==> src/rtl/sop_pkg.sv <==
package sop_pkg;
  // First product term of output o under the fixed, uneven OR grouping.
  function automatic int first_term(input int o, input int n_wide,
                                    input int wide_terms, input int narrow_terms);
    if (o < n_wide) return o * wide_terms;
    return n_wide * wide_terms + (o - n_wide) * narrow_terms;
  endfunction

  // Number of product terms ORed into output o.
  function automatic int group_size(input int o, input int n_wide,
                                    input int wide_terms, input int narrow_terms);
    return (o < n_wide) ? wide_terms : narrow_terms;
  endfunction
endpackage

==> src/rtl/sop_cfg_loader.sv <==
module sop_cfg_loader #(
  parameter int CFG_BITS = 384,
  localparam int CNT_W = $clog2(CFG_BITS + 1)
) (
  input  logic                clk,
  input  logic                rst,
  input  logic                cfg_valid,
  input  logic                cfg_bit,
  output logic [CFG_BITS-1:0] links,
  output logic                done,
  output logic [CNT_W-1:0]    count,
  output logic                accept
);
  localparam logic [CNT_W-1:0] LAST = CNT_W'(CFG_BITS - 1);

  assign accept = cfg_valid && !done;

  always_ff @(posedge clk) begin
    if (rst) begin
      links <= '0;
      count <= '0;
      done  <= 1'b0;
    end else if (accept) begin
      links[count] <= cfg_bit;
      count        <= count + CNT_W'(1);
      if (count == LAST) done <= 1'b1;
    end
  end
endmodule

==> src/rtl/sop_and_plane.sv <==
module sop_and_plane #(
  parameter int N_IN   = 12,
  parameter int N_TERM = 16,
  localparam int ROW_W = 2 * N_IN,
  localparam int CFG_BITS = ROW_W * N_TERM
) (
  input  logic [CFG_BITS-1:0] links,
  input  logic [N_IN-1:0]     x,
  output logic [N_TERM-1:0]   hit
);
  // One product term: the pair (true, complement) of input i sits at 2i, 2i+1.
  // A blank row is treated as unused and reads 0.
  function automatic logic term_value(input logic [ROW_W-1:0] row,
                                      input logic [N_IN-1:0] xv);
    logic ok;
    ok = 1'b1;
    for (int i = 0; i < N_IN; i++) begin
      if (row[2*i]   && !xv[i]) ok = 1'b0;
      if (row[2*i+1] &&  xv[i]) ok = 1'b0;
    end
    return ok && (|row);
  endfunction

  for (genvar t = 0; t < N_TERM; t++) begin : g_term
    logic [ROW_W-1:0] row;
    assign row    = links[t*ROW_W +: ROW_W];
    assign hit[t] = term_value(row, x);
  end
endmodule

==> src/rtl/sop_or_plane.sv <==
module sop_or_plane #(
  parameter int N_WIDE       = 2,
  parameter int WIDE_TERMS   = 4,
  parameter int N_NARROW     = 4,
  parameter int NARROW_TERMS = 2,
  localparam int N_OUT  = N_WIDE + N_NARROW,
  localparam int N_TERM = N_WIDE * WIDE_TERMS + N_NARROW * NARROW_TERMS
) (
  input  logic [N_TERM-1:0] hit,
  output logic [N_OUT-1:0]  f
);
  for (genvar o = 0; o < N_OUT; o++) begin : g_out
    localparam int FIRST = sop_pkg::first_term(o, N_WIDE, WIDE_TERMS, NARROW_TERMS);
    localparam int CNT   = sop_pkg::group_size(o, N_WIDE, WIDE_TERMS, NARROW_TERMS);
    assign f[o] = |hit[FIRST +: CNT];
  end
endmodule

==> src/rtl/sop_array.sv <==
module sop_array #(
  parameter int N_IN         = 12,
  parameter int N_WIDE       = 2,
  parameter int WIDE_TERMS   = 4,
  parameter int N_NARROW     = 4,
  parameter int NARROW_TERMS = 2,
  localparam int N_OUT    = N_WIDE + N_NARROW,
  localparam int N_TERM   = N_WIDE * WIDE_TERMS + N_NARROW * NARROW_TERMS,
  localparam int CFG_BITS = 2 * N_IN * N_TERM
) (
  input  logic             clk,
  input  logic             rst,
  input  logic             cfg_valid,
  input  logic             cfg_bit,
  output logic             cfg_done,
  input  logic [N_IN-1:0]  in_vars,
  output logic [N_OUT-1:0] out_f
);
  localparam int CNT_W = $clog2(CFG_BITS + 1);

  // Named internal events, visible to the bound checker.
  logic [CFG_BITS-1:0] links;
  logic [CNT_W-1:0]    load_count;
  logic                load_accept;
  logic [N_TERM-1:0]   term_hit;
  logic [N_OUT-1:0]    or_out;

  sop_cfg_loader #(.CFG_BITS(CFG_BITS)) u_loader (
    .clk(clk), .rst(rst), .cfg_valid(cfg_valid), .cfg_bit(cfg_bit),
    .links(links), .done(cfg_done), .count(load_count), .accept(load_accept)
  );

  sop_and_plane #(.N_IN(N_IN), .N_TERM(N_TERM)) u_and (
    .links(links), .x(in_vars), .hit(term_hit)
  );

  sop_or_plane #(
    .N_WIDE(N_WIDE), .WIDE_TERMS(WIDE_TERMS),
    .N_NARROW(N_NARROW), .NARROW_TERMS(NARROW_TERMS)
  ) u_or (
    .hit(term_hit), .f(or_out)
  );

  assign out_f = cfg_done ? or_out : '0;
endmodule

==> config.mk <==
export PLATFORM = sky130hd
export DESIGN_NAME = sop_array
export DESIGN_NICKNAME = d
export VERILOG_FILES = /design/src/rtl/sop_pkg.sv /design/src/rtl/sop_cfg_loader.sv /design/src/rtl/sop_and_plane.sv /design/src/rtl/sop_or_plane.sv /design/src/rtl/sop_array.sv
export SDC_FILE = /design/constraint.sdc
export NUM_CORES = 1
export LEC_CHECK = 0
export ABC_CLOCK_PERIOD_IN_PS = 2300
export CAP_MARGIN = 20
export CELL_PAD_IN_SITES_DETAIL_PLACEMENT = 1
export CELL_PAD_IN_SITES_GLOBAL_PLACEMENT = 2
export CORE_UTILIZATION = 35
export DETAILED_ROUTE_END_ITERATION = 7
export GPL_ROUTABILITY_DRIVEN = 1
export HOLD_SLACK_MARGIN = 0.1
export PLACE_DENSITY_LB_ADDON = 0.3
export SETUP_SLACK_MARGIN = 0.4
export SLEW_MARGIN = 40
export SYNTH_ARGS = -nofsm -noshare
export SYNTH_HDL_FRONTEND = slang
export SYNTH_HIERARCHICAL = 1
export SYNTH_SLANG_ARGS = --single-unit
==> constraint.sdc <==
create_clock -name clk -period 2.3 [get_ports clk]
set_clock_uncertainty 0.05 [all_clocks]
set_input_delay 0.46 -clock clk [delete_from_list [all_inputs] [get_ports clk]]
set_output_delay 0.46 -clock clk [all_outputs]
set_load 0.03 [all_outputs]
# Word level (Yosys, flattened, before mapping)
# Index checks and enable logic that the tools add are counted.
# op_classes
add_sub_neg	1
n_lt_le_gt_ge	2
eq_ne	1
n_mux	388
n_reduce_logical	438
# ops
cell	n
logical AND 1 bit	402
two-way mux 1 bit	385
bitwise mux 384 bit	1
OR reduction 24 bit	16
logical NOT 1 bit	13
less-than comparator 9 x 10 -> 1 bit, second input constant	1
adder 9 x 1 -> 9 bit, second input constant	1
demux 1 bit (select 9 bit)	1
== test 9 bit, second input constant	1
>= comparator 9 x 1 -> 1 bit, second input constant	1
OR reduction 2 bit	4
OR reduction 4 bit	2
two-way mux 6 bit	1
AND reduction 2 bit	1
# word_totals
regBits	394
input_bits	16
wordCells	833

# Depth between registers and ports, before layout
# logic_depth
ltp_word	29
depth_mapped	7

# Cells and area by module
# Netlist, hierarchy kept.
# by_module_without_submodules
module	n_inst	cells_each	area_per_inst_um2	seq_area_each_um2
sop_cfg_loader	1	1878	18353.9	7887.6
sop_and_plane	1	424	3474.6	0.0
sop_or_plane	1	6	40.0	0.0
sop_array	1	6	37.5	0.0

# Worst setup path before layout
# No wires, ideal clock.
# synth_path
kind	in2out
startpoint	input port in_vars[11]
endpoint	output port out_f[0]
arrival_time_ps	1795
required_ps	1790
setup_slack_ps	-5
cell_stages	7
n_path_buf	2
path_cell_list	buf_2 > buf_6 > mux2i_1 > nand4_1 > nor4_2 > or4_1 > and2_1
# synth_via
elab_chain_len	7
elab_cells_between_ends	23
# synth_lines
item	line	rtl
from (decl)	sop_array.sv:16	input logic [N_IN-1:0] in_vars,
logical NOT 1 bit	sop_and_plane.sv:18	if (row[2*i] && !xv[i]) ok = 1'b0;
logical AND 1 bit	sop_and_plane.sv:18	
two-way mux 1 bit	sop_and_plane.sv:18	
two-way mux 1 bit (*)	sop_and_plane.sv:19	if (row[2*i+1] && xv[i]) ok = 1'b0;
logical AND 1 bit (*)	sop_and_plane.sv:21	return ok && (|row);
named net term_hit[1]	sop_array.sv:25	logic [N_TERM-1:0] term_hit;
OR reduction 4 bit (*)	sop_or_plane.sv:15	assign f[o] = |hit[FIRST +: CNT];
named net or_out[0]	sop_array.sv:26	logic [N_OUT-1:0] or_out;
two-way mux 6 bit (*)	sop_array.sv:44	assign out_f = cfg_done ? or_out : '0;
to (decl)	sop_array.sv:17	output logic [N_OUT-1:0] out_f
# The timed path passes the listed nets; every way through them passes the cells marked *.

# Final worst setup path
# layout_path
startpoint	register u_loader.links[95]
endpoint	output port out_f[0]
# layout_via
elab_chain_len	5
elab_cells_between_ends	6
# layout_lines
item	line	rtl
from (decl)	sop_cfg_loader.sv:9	output logic [CFG_BITS-1:0] links,
from (signal, indexed assignment)	sop_cfg_loader.sv:24	links[count] <= cfg_bit;
branches (longest 2 deep; another with OR reduction 24 bit)	-	
logical AND 1 bit (*)	sop_and_plane.sv:21	
named net term_hit[3]	sop_array.sv:25	
OR reduction 4 bit (*)	sop_or_plane.sv:15	
named net or_out[0]	sop_array.sv:26	
two-way mux 6 bit (*)	sop_array.sv:44	
# Mark *: on every way through the listed nets, which the timed path passes.

==> reports/qor.yml <==
fp-row-count: 91
vias: 19187
placed_cells: 3166
clockBufferDepth: 3
die_w_microns: 252.2
cts_made_buffers: 48
hold_class: "input port to register"
violations: "negative setup slack"
avgRoutedWirePerCell_microns: 25.71
cts-root-buf: "clkbuf_16"
finalHoldViolations: 0
cp.arrival_ns: 2.43
status: "complete, but fails checks"
num_antenna_cells: 0
slew_viol_final: 0
worstPathRequired_ns: 1.79
drtIter0Drc: 1300
syn_inst: 2314
grt_usage_pct: 25.71
gp_congestion: 0.8105
critPathMaxStageDelay_ns: 0.40
dpl.hpwl_microns: 49200
slowest_stage: "or4_1"
final_cells: 3256
start_kind: "register"
period_needed_ns: 2.942
clockPowerShare_pct: 47.7
crit_path_end_kind: "output port"
cp_max_fo: 2
drt_wl_total_microns: 83700
cts-htree-levels: 2
die_area_sq_um: 63590
cts_tree: "built"
ff_latch_area_sq_um: 7953
ys_seq_elements: 394
finalSetupViolCount: 6
drc_errors: 0
slew_headroom_pct: 60.98
tightest_slew_ns: 0.5845
intPower_mw: 11.60
grt_pass1_wl_microns: 126800
rsz0062_at_grt: "yes"
synth_seq_area_share_pct: 36.01
n_fill_cell: 6798
yosysTopAreaCellShare_pct: 36.01
synth.area.top_cells: "dfxtp_1, mux2i_1, nand4_1, nand2b_1, nor4_1"
power.share.sequential_pct: 44.2
initial_core_util_pct: 35.43
fin_util_pct: 43.48
fin_nets: 2411
combPwrFrac_pct: 8.1
grt_pass1_vias: 20120
grt_overflow: 0
grt_max_degree: 97
syn_to_final_growth_pct: 22.70
clock_sinks: 394
drt-pass1-iter-count: 7
netlist_area_sq_um: 21910
fp.dieH_microns: 252.2
min_period_over_period_pct: 127.9
worst_slack_ns: -0.6425
path_class: "register to output port"
synth.distinct_cells: 44
cts-hold-fix-buffers: 0
final_layout_size_suffix_gt1_share_pct: 21.29
clk_latency_ns: 0.59
whs_ns: 0.4062
clk_pin_slew_ns: 0.06
p_switching_mw: 3.860
avgSynthCellArea_sq_um: 9.467
port_buffers: 22
coreArea_sq_um: 61830
power.density_cell_area_nw_per_um2: 575.2
synth_fp_nets: 2335
yosysTopAreaCell: "dfxtp_1"
multi_input_area_sq_um: 13090
ir_drop_uv: 485.0
ant_nets: 0
via_per_inst: 5.893
path_cells: "nor4_4 -> nand4_1 -> nor2_1 -> nor4_2 -> buf_4 -> or4_1 -> and2_4 -> buf_12"
maxCapViolCount: 0
p_leak_nw: 12.41
antenna_found_initial: 2
yosys_warnings: 6
clock.fmax_ghz: 0.3399
switching_share_pct: 24.97
pin_count: 23
-- cell usage after synthesis (all sizes together) --
library cell    n
nand3           3
nand4         448
buf           163
nor2b           5
xnor2           1
or4             3
and4bb          1
and2            9
nand2b        386
ha              5
and3b           4
nor2           23
dfxtp         394
mux2            1
or2             4
or3             4
nand4b          1
clkbuf        122
xor2            1
nand3b          1
nor3            3
nand2          18
o31ai           1
a41oi           1
and4b           1
and3            3
nor3b           5
inv             4
o21ai           4
nor4          112
and2b           1
a21oi           5
mux2i         577
-- worst paths after layout --
path	cells after the start	to	slack, ns	from
setup / recovery	8	out_f[0]	-0.64	u_loader/links[95]
hold / removal	3	u_loader/links[61]	0.41	rst
setup reg to reg	4	u_loader/links[157]	0.45	u_loader/count[7]
hold reg to reg	2	u_loader/links[263]	0.45	u_loader/links[263]
-- metal layers --
metal / routed length, microns / track usage, % / vias to the layer above
met4: 2235 / 7.325 / 2
li1: - / - / 8682
met1: 38430 / 35.22 / 9930
met5: 9 / 0 / -
met2: 39210 / 41.87 / 450
met3: 3811 / 3.635 / 123
-- metrics by stage --
| step | instance area [sq um] | power [mW] | setup slack (ns) | setup TNS [ns] |
|---|---|---|---|---|
| 2_1_floorplan | 22010 | 7.634 | 0.1136 | 0 |
| 3_3_place_gp | 24650 | 8.174 | -0.3439 | -1.709 |
| 3_5_place_dp | 24650 | 8.182 | -0.3147 | -1.663 |
| 4_1_cts | 26600 | 15.57 | -0.6412 | -2.636 |
| 5_1_grt | 26880 | 15.94 | -0.7224 | -3.103 |
| 6_report | 26880 | 15.46 | -0.6425 | -2.580 |
-- what timing repair did --
item / CTS / global route
gates resized for setup: 90 / 51
setup buffers: 5 / 4
pin swaps: 57 / 25
endpoints found under the setup margin: 114 / 120
cloned: 0 / 2
-- sequential cells by signal (all words and copies together), names as in the netlist --
name,flops
u_loader/links,384
u_loader/done,1
u_loader/count,9
-- placed cells by master, fill, tap and decap left out, types with 3 or more instances in the layout --
cell	count
nand3_1	3
nor2b_4	3
clkbuf_8	11
o21ai_0	4
dfxtp_4	7
dfxtp_1	356
inv_1	4
nor4_1	52
clkinv_2	5
nand4_1	448
nor4_4	23
and3b_2	3
buf_12	73
or4_1	3
and2_4	6
mux2i_2	3
ha_1	3
mux2i_1	574
or2_4	4
nor4_2	37
dfxtp_2	31
buf_6	9
nand2_1	18
nor2_1	20
buf_2	12
nor3b_4	3
buf_4	212
a21oi_1	5
nand2b_1	385
or3_1	4
clkbuf_16	50
clkbuf_1	13
-- final cells by class --
type | instances | share of cell area [%]
well taps | 837 | 3.896
clock buffers | 72 | 5.255
clock inverters | 7 | 0.2327
repair buffers | 311 | 12.28
multi-input cells | 1631 | 48.69
flip-flops and latches | 394 | 29.59
inverters | 4 | 0.05586
-- critical path, delay by kind of cell, from the launching register on --
kind	cells	cell delay (ns)
flops	1	0.33
buf+inv	2	0.26
simple gates	6	1.25
-- cell families after synthesis --
kind of cell | Yosys count | share of synthesized area, %
DFF | 394 | 36.01
xor gates and xnor gates | 2 | 0.07998
AOI/OAI and AO/OA | 11 | 0.2799
muxes | 578 | 26.42
buffers and inverters | 289 | 7.197
adders and majority gates | 5 | 0.2856
and+or+nand+nor | 1035 | 29.73
-- power by group through the flow --
stage / clock network [mW] / registers (mW) / logic [mW]
finish: 7.37 / 6.84 / 1.26
CTS: 7.53 / 6.84 / 1.20
global placement: 0 / 6.99 / 1.18
detailed placement: 0 / 6.99 / 1.19
floorplan: 0 / 6.99 / 0.645
global route: 7.82 / 6.83 / 1.29
No activity file was read; power rests on OpenSTA's default activity.
